### src/rtl/spi_baud_pkg.sv
package spi_baud_pkg;

    localparam int CFG_W         = 8;
    localparam int PRE_LSB       = 0;
    localparam int PRE_W         = 3;
    localparam int HALF_OFF_BIT  = 4;
    localparam logic [CFG_W-1:0] CFG_KEEP_MASK = 8'h17;

    localparam int RATE_SEL_W    = 2;
    localparam int RATE_CNT_W    = 4;

    typedef enum logic {
        HALF_ARM  = 1'b0,
        HALF_FIRE = 1'b1
    } half_state_e;

    // Terminal count of the rate stage: factor/2 - 1 for factors 2,4,16,32
    function automatic logic [RATE_CNT_W-1:0] rate_limit(input logic [RATE_SEL_W-1:0] code);
        logic [RATE_CNT_W-1:0] lim;
        unique case (code)
            2'b00:   lim = RATE_CNT_W'(0);
            2'b01:   lim = RATE_CNT_W'(1);
            2'b10:   lim = RATE_CNT_W'(7);
            default: lim = RATE_CNT_W'(15);
        endcase
        return lim;
    endfunction

endpackage

### src/rtl/spi_baud_cfg.sv
module spi_baud_cfg
    import spi_baud_pkg::*;
(
    input  logic             clk,
    input  logic             rst_n,
    input  logic             wr_en,
    input  logic [CFG_W-1:0] wr_data,
    output logic [CFG_W-1:0] rdata,
    output logic [PRE_W-1:0] pre_limit,
    output logic             half_bypass
);

    logic [CFG_W-1:0] cfg_q;

    always_ff @(posedge clk or negedge rst_n) begin
        if (!rst_n) begin
            cfg_q <= '0;
        end else if (wr_en) begin
            cfg_q <= wr_data & CFG_KEEP_MASK;
        end
    end

    always_comb begin
        rdata       = cfg_q;
        pre_limit   = cfg_q[PRE_LSB +: PRE_W];
        half_bypass = cfg_q[HALF_OFF_BIT];
    end

endmodule

### src/rtl/spi_baud_stage.sv
module spi_baud_stage #(
    parameter int CNT_W = 3
) (
    input  logic             clk,
    input  logic             rst_n,
    input  logic             clear,
    input  logic             step,
    input  logic [CNT_W-1:0] limit,
    output logic             tick
);

    logic [CNT_W-1:0] cnt_q;

    // Compare with >= so that a limit lowered on the fly cannot strand the count
    always_comb begin
        tick = step && (cnt_q >= limit);
    end

    always_ff @(posedge clk or negedge rst_n) begin
        if (!rst_n) begin
            cnt_q <= '0;
        end else if (clear) begin
            cnt_q <= '0;
        end else if (step) begin
            cnt_q <= tick ? '0 : cnt_q + 1'b1;
        end
    end

endmodule

### src/rtl/spi_baud_half.sv
module spi_baud_half
    import spi_baud_pkg::*;
(
    input  logic clk,
    input  logic rst_n,
    input  logic clear,
    input  logic bypass,
    input  logic step,
    output logic tick
);

    half_state_e state_q, state_d;

    always_ff @(posedge clk or negedge rst_n) begin
        if (!rst_n) begin
            state_q <= HALF_ARM;
        end else begin
            state_q <= state_d;
        end
    end

    always_comb begin
        state_d = state_q;
        if (clear || bypass) begin
            state_d = HALF_ARM;
        end else begin
            unique case (state_q)
                HALF_ARM:  if (step) state_d = HALF_FIRE;
                HALF_FIRE: if (step) state_d = HALF_ARM;
                default:   state_d = HALF_ARM;
            endcase
        end
    end

    always_comb begin
        tick = 1'b0;
        if (bypass) begin
            tick = step;
        end else begin
            unique case (state_q)
                HALF_ARM:  tick = 1'b0;
                HALF_FIRE: tick = step;
                default:   tick = 1'b0;
            endcase
        end
    end

endmodule

### src/rtl/spi_baud_gen.sv
module spi_baud_gen
    import spi_baud_pkg::*;
(
    input  logic                  clk,
    input  logic                  rst_n,
    input  logic                  cfg_wr_en,
    input  logic [CFG_W-1:0]      cfg_wr_data,
    input  logic [RATE_SEL_W-1:0] rate_sel,
    input  logic                  master_en,
    input  logic                  run_en,
    output logic                  sck_toggle,
    output logic [CFG_W-1:0]      cfg_rdata
);

    logic [PRE_W-1:0]      pre_limit;
    logic                  half_bypass;
    logic [RATE_CNT_W-1:0] rate_lim;
    logic                  active;
    logic                  clear;
    logic                  pre_tick;
    logic                  rate_tick;
    logic                  half_tick;
    logic                  toggle_q;

    always_comb begin
        active   = master_en && run_en && !cfg_wr_en;
        clear    = !active;
        rate_lim = rate_limit(rate_sel);
    end

    spi_baud_cfg u_cfg (
        .clk         (clk),
        .rst_n       (rst_n),
        .wr_en       (cfg_wr_en),
        .wr_data     (cfg_wr_data),
        .rdata       (cfg_rdata),
        .pre_limit   (pre_limit),
        .half_bypass (half_bypass)
    );

    spi_baud_stage #(.CNT_W(PRE_W)) u_pre (
        .clk   (clk),
        .rst_n (rst_n),
        .clear (clear),
        .step  (active),
        .limit (pre_limit),
        .tick  (pre_tick)
    );

    spi_baud_stage #(.CNT_W(RATE_CNT_W)) u_rate (
        .clk   (clk),
        .rst_n (rst_n),
        .clear (clear),
        .step  (pre_tick),
        .limit (rate_lim),
        .tick  (rate_tick)
    );

    spi_baud_half u_half (
        .clk    (clk),
        .rst_n  (rst_n),
        .clear  (clear),
        .bypass (half_bypass),
        .step   (rate_tick),
        .tick   (half_tick)
    );

    always_ff @(posedge clk or negedge rst_n) begin
        if (!rst_n) begin
            toggle_q <= 1'b0;
        end else begin
            toggle_q <= half_tick;
        end
    end

    assign sck_toggle = toggle_q;

endmodule

### config.mk
export PLATFORM = sky130hd
export DESIGN_NAME = spi_baud_gen
export DESIGN_NICKNAME = d
export VERILOG_FILES = /design/src/rtl/spi_baud_pkg.sv /design/src/rtl/spi_baud_cfg.sv /design/src/rtl/spi_baud_stage.sv /design/src/rtl/spi_baud_half.sv /design/src/rtl/spi_baud_gen.sv
export SDC_FILE = /design/constraint.sdc
export NUM_CORES = 1
export LEC_CHECK = 0
export BUFFER_PORTS_ARGS = -buffer_cell sky130_fd_sc_hd__buf_2
export CAP_MARGIN = 0
export CORE_MARGIN = 4
export CORE_UTILIZATION = 30
export DETAILED_ROUTE_END_ITERATION = 8
export GPL_TIMING_DRIVEN = 0
export MAX_ROUTING_LAYER = met4
export SYNTH_ARGS = -nofsm -noshare
export SYNTH_HDL_FRONTEND = slang
export SYNTH_SLANG_ARGS = --single-unit
### constraint.sdc
create_clock -name clk -period 2.1 [get_ports clk]
set_clock_uncertainty 0.05 [all_clocks]
set_input_delay 0.315 -clock clk [delete_from_list [all_inputs] [get_ports clk]]
set_output_delay 0.315 -clock clk [all_outputs]
set_load 0.03 [all_outputs]
# Word-level counts from Yosys, hierarchy flattened
# Cells that the tools add are included.
# totals
register_bits	13
inputBits	15
output_inout_bits	9
word_cells	33
# classes
add_sub_neg	2
magnitude_cmp	2
eq_ne	3
muxes	12
bitwise	1
reduce_logical	8
# op_table
operator	n
2-to-1 mux 4 bit	3
one-hot mux 4 bit (3 select lines)	1
2-to-1 mux 3 bit	2
adder 4 x 1 -> 4 bit (second input constant)	1
greater-or-equal comparator 4 bit	1
logical AND 1 bit	4
2-to-1 mux 1 bit	4
one-hot mux 1 bit (2 select lines)	2
adder 3 x 1 -> 3 bit (second input constant)	1
greater-or-equal comparator 3 bit	1
== test 2 x 1 -> 1 bit (second input constant)	1
== test 2 bit (second input constant)	1
logical NOT 1 bit	2
logical NOT 2 bit	1
!= test 2 bit (second input constant)	1
logical OR 1 bit	1
NOT 1 bit	1

# Logic depth before layout (Yosys ltp)
# Gate-level depths: netlist (run 1).
# depth
depth_word	7
mapped_depth	7
mapped_depth_nobuf	7

# Cells and area by module
# From an unflattened synthesis (run 1), not the netlist that was laid out.
# hier_totals
hier_cells	88
hier_area_um2	925.9
# modules_own_cells
mod	n_inst	cells_per_inst	area_each_um2	seq_area_each_um2
spi_baud_stage at u_rate	1	35	341.6	100.1
spi_baud_stage at u_pre	1	26	256.5	75.1
spi_baud_cfg	1	17	209.0	100.1
spi_baud_half	1	4	60.1	25.0
spi_baud_gen	1	6	58.8	25.0

# Worst setup path before layout (run 1)
# OpenSTA, ideal clock, no wires.
# synth_path
path_kind	register -> register
start	register u_cfg.cfg_q[2], in the netlist u_cfg.rdata[2]
end	register toggle_q, in the netlist sck_toggle
setup_time_ns	0.125
t_arrival_ns	1.856
t_required_ns	1.925
path_slack_ns	0.069
stages_incl_launch_ff	8
n_path_buf	0
synth_period_minus_slack_ns	2.031
path_cell_list	dfrtp_1 > inv_1 > ha_1 > a21o_1 > a31oi_4 > a211oi_2 > ha_1 > mux2_4
# synth_between
elab_chain_len	5
# synth_rtl
item	line_no	rtl
start: declaration	spi_baud_cfg.sv:13	logic [CFG_W-1:0] cfg_q;
start signal: assignment	spi_baud_cfg.sv:19	cfg_q <= wr_data & CFG_KEEP_MASK;
greater-or-equal comparator 3 bit (*)	spi_baud_stage.sv:16	tick = step && (cnt_q >= limit);
logical AND 1 bit (*) (2 in series)	spi_baud_stage.sv:16	
one-hot mux 1 bit (2 select lines)	spi_baud_half.sv:40	unique case (state_q)
2-to-1 mux 1 bit (*)	spi_baud_half.sv:37	if (bypass) begin
named net half_tick	spi_baud_gen.sv:22	logic half_tick;
end signal: assignment	spi_baud_gen.sv:72	toggle_q <= half_tick;
end: declaration	spi_baud_gen.sv:23	logic toggle_q;
# The timed path passes the listed nets; every way through them passes the cells marked *.
# A chain may end at the register's enable or synchronous reset.

# Worst setup path in the final report (run 1)
# layout_path
start	register u_rate.cnt_q[0]
end	register toggle_q, in the netlist sck_toggle
# layout_between
elab_chain_len	4
# layout_rtl
item	line_no	rtl
start: declaration	spi_baud_stage.sv:12	logic [CNT_W-1:0] cnt_q;
start signal: assignment	spi_baud_stage.sv:25	cnt_q <= tick ? '0 : cnt_q + 1'b1;
greater-or-equal comparator 4 bit (*)	spi_baud_stage.sv:16	
logical AND 1 bit (*)	spi_baud_stage.sv:16	
one-hot mux 1 bit (2 select lines)	spi_baud_half.sv:40	
2-to-1 mux 1 bit (*)	spi_baud_half.sv:37	
named net half_tick	spi_baud_gen.sv:22	
# Marked as above.

==> results.tsv, run 1 <==
metric	value	unit
postcts setup bufs	0	
P_leak	0.519	nW
Worst Path Required	2220	ps
DRT antenna net count	0	
Yosys reg bits	13	
crit end category	flip-flop	
Mapped Cells	80	
max-slew violation count	0	
EDFF count, synth	0	
Net count, final	128	
Ports	24	
Tcrit/Tclk final	95.1	%
Sink Count	13	
gr usage total	9.49	%
pwr/cell area	536	mW/mm2
Avg Cell Area, Syn	10.6	um2
Crit. Startpoint	u_rate.cnt_q[0]	
largest net degree at the start of global routing	14	
Initial Util	31.1	%
Die Area	0.00375	mm2
total chip power	0.540	mW
setup ws final	102	ps
Rows	19	
Hold Path Class	in2reg	
top_reg_cell synth	dfrtp_1	
Die Width	61.3	um
ys async rst share	100	%
post-layout instance area	0.00101	mm2
Clk pin slew, worst setup/hold paths	80	ps
combinational share of power	22.5	%
CTS tree	yes	
hpwl dp	1230	um
VDD IR max	0.000384	V
post-synthesis cell type count	28	
DRC viols	0	
Synthesis Warnings	0	
commonest cells after routing, fill and taps aside	buf_2 (15), dfrtp_1 (13), ha_1 (10)	
via count of the first global-routing pass	642	
Critical Path AT	2120	ps
Via density	4.74	
hold_buf cts	1	
Final Non-Filler Cells	133	
Hold Fails Final Rpt	0	
CTS Buffer Depth	2	
Sw Pwr	0.159	mW
DP Area	971	um2
commonest non-fill, non-tap cell in the layout	buf_2	
synthesized cell area	851	um2
Max Fclk	500	MHz
initial DRC count	15	
Pint	0.381	mW
Reg power frac	49.3	%
PostCTS Resize Cnt	0	
Num CTS Buffers	3	
min Tclk post-route	2000	ps
wire per inst	11.3	um
fillers	276	
global-route wire length before repair	2550	um
Core Util, Final	36.8	%
Setup WS pre-CTS	-50.0	ps
share of cells above drive strength 1	29.4	%
Max FO, Critical Path	7	
Layout area overhead	18.4	%
final WL	1500	um
Max Cap Viol	0	
post-synthesis sequential area ratio	38.2	%
Reg2Reg Launch Point	u_rate.cnt_q[0]	
hold path startpoint	cfg_wr_data[4]	
CTS root buf	clkbuf_4	
gpl congestion	0.704	
Congestion Overflow GR	0	
PortBufs	14	
sw frac	29.5	%
Core ar.	0.00273	mm2
Setup violations, final	0	
routed via count	631	
DR pass1 iterations	4	
Antenna Cells	0	
Crit Path Class	reg2reg	
nature of the critical path startpoint	flip-flop	
clock share of power	28.3	%
Worst-Skew Late Latency	280	ps
RSZ-0062 raised after global routing	no	
cell count after placement	128	
H-tree depth	1	
status	finished clean	
height of the die	61.3	um
initial antenna violation count	0	
==> flip-flops by register name, summed over array words and instances, names as in the netlist <==
| register | cells |
|---|---|
| sck_toggle | 1 |
| u_cfg.rdata | 4 |
| u_half.state_q | 1 |
| u_pre.cnt_q | 3 |
| u_rate.cnt_q | 4 |
==> final cells by class <==
type | instances | area [um2] | area share (%)
Buffer | 6 | 42.5 | 4.22
Clock buffer | 4 | 26.3 | 2.61
Inverter | 5 | 18.8 | 1.86
Multi-Input combinational cell | 59 | 475 | 47.2
Sequential cell | 13 | 325 | 32.3
Tap cell | 31 | 38.8 | 3.85
Timing Repair Buffer | 15 | 80.1 | 7.95
==> cells by family after synthesis <==
| group | count (synthesis) | synth area share [%] |
|---|---|---|
| AOI/OAI and AO/OA | 11 | 13.1 |
| xor gates and xnor gates | 1 | 1.03 |
| adders and majority gates | 10 | 14.7 |
| buffers and inverters | 11 | 7.21 |
| DFF | 13 | 38.2 |
| muxes | 3 | 4.41 |
| other | 1 | 0.441 |
| and+or+nand+nor | 30 | 20.9 |
==> through the flow <==
step           hold WS, ps  TNS, ps
2_1_floorplan        -30.6        0
3_3_place_gp           165    -18.5
4_1_cts                197        0
5_1_grt                190        0
6_report               206        0
3_5_place_dp           170    -54.5
==> synth_stat cells, types with 2 or more instances <==
cell	instances	area share [%]
o21ai_1	2	1.2
ha_1	10	15
a21oi_1	2	1.2
nor3b_1	3	2.6
nand3_1	4	2.4
nand4_1	5	3.7
mux2_1	2	2.6
nand2_1	8	3.5
a21o_1	2	1.8
dfrtp_1	13	38
nor2_1	4	1.8
buf_4	5	4.4
inv_1	5	2.2
==> critical path, stage by stage, from the launching register on <==
cell      delay (ps)
dfrtp_1          410
inv_1             80
ha_1             290
nand2b_4         140
a41oi_4          320
a211oi_2         140
ha_1             200
mux2_4           260
==> routing by layer <==
layer / track usage [%] / part of all wire (%) / up-vias
met5: - / 0 / -
met4: 1.24 / 0 / 0
met3: 4.19 / 8.1 / 0
met2: 15.3 / 49 / 19
met1: 11.3 / 43 / 294
li1: - / - / 318
==> worst paths after layout <==
path                                  end  slack [ps]  depth (start not counted)
max                            sck_toggle         100                          7
min                        u_cfg.rdata[4]         210                          2
max reg2reg                    sck_toggle         100                          7
min reg2reg                u_pre.cnt_q[0]         410                          1
max in group asynchronous  u_cfg.rdata[4]        1370                          2
min in group asynchronous  u_pre.cnt_q[1]         400                          2
==> power groups by stage <==
stage / Clock [mW] / Combinational, mW / Sequential [mW]
after global placement: 0 / 0.119 / 0.270
final: 0.153 / 0.121 / 0.266
after CTS: 0.162 / 0.123 / 0.266
after detailed placement: 0 / 0.121 / 0.271
after floorplan: 0 / 0.0783 / 0.281
after global routing: 0.175 / 0.134 / 0.267
No activity file was read; power rests on OpenSTA's default activity.
==> run 2: changes to the inputs <==
--- a/config.mk
+++ b/config.mk
@@ -10,7 +10,7 @@
 export CORE_MARGIN = 4
 export CORE_UTILIZATION = 30
 export DETAILED_ROUTE_END_ITERATION = 8
-export GPL_TIMING_DRIVEN = 0
+export GPL_TIMING_DRIVEN = 1
 export MAX_ROUTING_LAYER = met4
 export SYNTH_ARGS = -nofsm -noshare
 export SYNTH_HDL_FRONTEND = slang
==> results.tsv, run 2 (synthesis results as in run 1) <==
metric	value	unit	change
P_leak	0.501	nW	-3.4%
DRC viols	0		unchanged
hpwl dp	1300	um	+5.5%
Layout area overhead	15.7	%	
CTS Buffer Depth	2		unchanged
Sink Count	13		unchanged
wire per inst	12.2	um	+8.4%
sw frac	29.8	%	+0.38 points
Die Width	61.3	um	unchanged
H-tree depth	1		unchanged
Initial Util	31.1	%	unchanged
Ports	24		unchanged
initial DRC count	14		-1
DRT antenna net count	0		unchanged
clock share of power	28.3	%	about the same
Max Cap Viol	0		unchanged
global-route wire length before repair	2700	um	+5.9%
crit end category	flip-flop		
Rows	19		unchanged
fillers	286		+3.6%
CTS root buf	clkbuf_4		
Crit Path Class	reg2reg		
commonest cells after routing, fill and taps aside	buf_2 (15), dfrtp_1 (13), ha_1 (10)		
Reg2Reg Launch Point	u_rate.cnt_q[2]		
Setup violations, final	0		unchanged
min Tclk post-route	1860	ps	-134 ps
combinational share of power	22.3	%	-0.2 points
via count of the first global-routing pass	617		-3.9%
Crit. Startpoint	u_rate.cnt_q[2]		
RSZ-0062 raised after global routing	no		
share of cells above drive strength 1	27.3	%	-2.1 points
Reg power frac	49.4	%	about the same
hold_buf cts	1		unchanged
Num CTS Buffers	3		unchanged
commonest non-fill, non-tap cell in the layout	buf_2		
Clk pin slew, worst setup/hold paths	80	ps	about the same
Pint	0.378	mW	-0.83%
total negative slack	0	ps	unchanged
Net count, final	125		-2.3%
Hold Path Class	in2reg		
cell count after placement	125		-2.3%
status	finished clean		
Core ar.	0.00273	mm2	unchanged
PortBufs	15		+1
Die Area	0.00375	mm2	unchanged
Congestion Overflow GR	0		unchanged
routed via count	628		-0.48%
Max Fclk	536	MHz	+7.2%
CTS tree	yes		
VDD IR max	0.000303	V	-21%
hold path startpoint	cfg_wr_data[1]		
Via density	4.83		+1.8%
max-slew violation count	0		unchanged
pwr/cell area	547	mW/mm2	+2.0%
PostCTS Resize Cnt	0		unchanged
gpl congestion	0.776		+10%
gr usage total	9.92	%	+0.43 points
Final Non-Filler Cells	130		-2.3%
Worst-Skew Late Latency	270	ps	about the same
Tcrit/Tclk final	88.8	%	-6.4 points
final hold slack	202	ps	-4.49 ps
nature of the critical path startpoint	flip-flop		
largest net degree at the start of global routing	14		unchanged
height of the die	61.3	um	unchanged
Max FO, Critical Path	7		unchanged
initial antenna violation count	0		unchanged
Antenna Cells	0		unchanged
Hold Fails Final Rpt	0		unchanged
DR pass1 iterations	4		unchanged
Sw Pwr	0.161	mW	+0.99%
Critical Path AT	1980	ps	-140 ps
final WL	1590	um	+5.9%
Worst Path Required	2220	ps	about the same
postcts setup bufs	0		unchanged
-- run 2: final timing paths --
check / endpoint / slack [ps] / cells past startpoint
hold reg to reg: u_pre.cnt_q[0] / 410 / 1
hold / removal: u_cfg.rdata[1] / 200 / 3
max in group asynchronous: u_rate.cnt_q[0] / 1360 / 2
setup reg to reg: u_half.state_q / 240 / 6
min in group asynchronous: u_cfg.rdata[2] / 400 / 2
setup / recovery: u_half.state_q / 240 / 6
-- run 2: area by class of cell --
class	instances	area [um2]	share of cell area [%]
sequential	13	325	33.0
multi-input combinational	59	475	48.3
inverter	5	18.8	1.91
clock buffer	4	26.3	2.67
timing repair buffer	18	100	10.2
tap	31	38.8	3.94
-- run 2: through the flow --
stage	instance area, um2	util [%]	setup WS, ps	total power [mW]
after CTS	985	36.0	213	0.547
final	985	36.0	236	0.538
after global placement	948	34.7	97.9	0.386
after detailed placement	948	34.7	45.9	0.391
after global routing	985	36.0	108	0.578
after floorplan	862	-	68.6	0.359
-- run 2: worst max-delay path: stages (launching register included) --
cell	delay (ps)
dfrtp_1	430
ha_1	360
a21o_1	140
nand2_2	100
a211oi_2	290
ha_1	260
nor3b_1	130
-- run 2: routing by layer --
layer / up-vias / track usage, % / part of all wire, %
met5: - / - / 0
met4: 0 / 2.79 / 0
met3: 0 / 2.73 / 6.4
met2: 18 / 15.9 / 49
met1: 298 / 12.2 / 45
li1: 312 / - / -
-- run 2: power by group through the flow --
stage	clock network (mW)	logic [mW]	registers, mW
detailed placement	0	0.120	0.271
finish	0.152	0.120	0.266
global route	0.177	0.133	0.268
floorplan	0	0.0783	0.281
global placement	0	0.116	0.270
CTS	0.158	0.122	0.266
==> run 3: changes to the inputs <==
--- a/config.mk
+++ b/config.mk
@@ -12,6 +12,7 @@
 export DETAILED_ROUTE_END_ITERATION = 8
 export GPL_TIMING_DRIVEN = 1
 export MAX_ROUTING_LAYER = met4
+export PLACE_DENSITY = 0.58
 export SYNTH_ARGS = -nofsm -noshare
 export SYNTH_HDL_FRONTEND = slang
 export SYNTH_SLANG_ARGS = --single-unit
==> results.tsv, run 3 (synthesis results as in run 1) <==
metric	value	unit	change
DRT antenna net count	0		unchanged
PortBufs	15		unchanged
H-tree depth	1		unchanged
initial antenna violation count	0		unchanged
Via density	4.76		-1.4%
Ports	24		unchanged
Antenna Cells	0		unchanged
Initial Util	31.1	%	unchanged
Slowest-stage cell, CP	dfrtp_1		
Worst-Skew Late Latency	280	ps	about the same
via count of the first global-routing pass	594		-3.7%
gr usage total	9.66	%	-0.26 points
Reg2Reg Launch Point	u_rate.cnt_q[0]		
DR pass1 iterations	4		unchanged
Rows	19		unchanged
height of the die	61.3	um	unchanged
commonest non-fill, non-tap cell in the layout	buf_2		
setup ws final	230	ps	-5.54 ps
cell count after placement	125		unchanged
DRC viols	0		unchanged
crit path cell chain	inv_1 -> ha_1 -> nand2b_4 -> a41oi_4 -> a211oi_2 -> ha_1 -> mux2_4		
Layout area overhead	15.7	%	unchanged
max-slew violation count	0		unchanged
Core ar.	0.00273	mm2	unchanged
hold path startpoint	cfg_wr_data[4]		
Critical Path AT	1990	ps	about the same
CTS tree	yes		
Crit. Startpoint	u_rate.cnt_q[0]		
final WL	1590	um	+0.44%
P_leak	0.501	nW	unchanged
Net count, final	125		unchanged
routed via count	619		-1.4%
Max Fclk	535	MHz	-0.30%
hold_buf cts	1		unchanged
Sink Count	13		unchanged
CTS Buffer Depth	2		unchanged
Crit Path Class	reg2reg		
CTS root buf	clkbuf_4		
Setup WS pre-CTS	55.6	ps	+9.71 ps
min Tclk post-route	1870	ps	+5.54 ps
Crit path largest cell delay	400	ps	-30 ps
total negative slack	0	ps	unchanged
share of cells above drive strength 1	27.3	%	unchanged
Core Util, Final	36.0	%	unchanged
initial DRC count	12		-2
global-route wire length before repair	2570	um	-4.8%
VDD IR max	0.000451	V	+49%
status	finished clean		
Clk pin slew, worst setup/hold paths	80	ps	about the same
DP Area	948	um2	unchanged
Setup violations, final	0		unchanged
hpwl dp	1280	um	-1.4%
Max FO, Critical Path	4		-3
Congestion Overflow GR	0		unchanged
Num CTS Buffers	3		unchanged
PostCTS Resize Cnt	0		unchanged
gpl congestion	0.707		-8.8%
postcts setup bufs	0		unchanged
nature of the critical path startpoint	flip-flop		
Max Cap Viol	0		unchanged
commonest cells after routing, fill and taps aside	buf_2 (15), dfrtp_1 (13), ha_1 (10)		
Hold Path Class	in2reg		
Die Width	61.3	um	unchanged
Tcrit/Tclk final	89.0	%	+0.26 points
most used cell, CP	ha_1		
Final Non-Filler Cells	130		unchanged
Hold Fails Final Rpt	0		unchanged
RSZ-0062 raised after global routing	no		
wire per inst	12.3	um	+0.44%
Worst Path Required	2220	ps	about the same
pwr/cell area	552	mW/mm2	+1.0%
largest net degree at the start of global routing	14		unchanged
crit end category	flip-flop		
Die Area	0.00375	mm2	unchanged
post-layout instance area	985	um2	unchanged
==> run 3: cell counts in the layout (fill, tap and decap cells not counted) <==
Identical to the previous run, type by type.
==> run 3: worst paths after layout <==
path | to | slack [ps] | depth (start not counted)
min in group asynchronous | u_rate.cnt_q[2] | 400 | 2
hold / removal | u_cfg.rdata[4] | 200 | 2
max in group asynchronous | u_cfg.rdata[1] | 1360 | 2
setup reg to reg | sck_toggle | 230 | 7
setup / recovery | sck_toggle | 230 | 7
hold reg to reg | u_pre.cnt_q[0] | 420 | 1
==> run 3: cell type report <==
type | count | area [um2]
Fill cell | 267 | 1750
Multi-Input combinational cell | 59 | 475
Sequential cell | 13 | 325
Timing Repair Buffer | 18 | 100
Tap cell | 31 | 38.8
Clock buffer | 4 | 26.3
Inverter | 5 | 18.8
==> run 3: power by group <==
part	internal [mW]	switching (mW)	leakage [nW]
clock network	0.0737	0.0841	0.0150
registers	0.259	0.00705	0.173
logic	0.0451	0.0748	0.313
==> run 3: critical path: cells and delay by family (launching register included) <==
family / cells / cell delay, ps
DFF: 1 / 400
and+or+nand+nor: 1 / 150
muxes: 1 / 260
adders and majority gates: 2 / 480
buffers and inverters: 1 / 90
AOI/OAI and AO/OA: 2 / 340
==> run 3: metrics by stage <==
stage | hold slack (ps) | total power [mW]
finish | 198 | 0.544
floorplan | -30.6 | 0.359
detailed placement | 179 | 0.391
global placement | 167 | 0.386
CTS | 190 | 0.555
global route | 196 | 0.576
==> run 3: layer usage <==
layer / wire length, um / track usage, % / vias to the layer above
li1: - / - / 313
met1: 721 / 12.4 / 288
met2: 776 / 14.5 / 18
met3: 97 / 4.40 / 0
met4: 0 / 0.929 / 0
met5: 0 / - / -
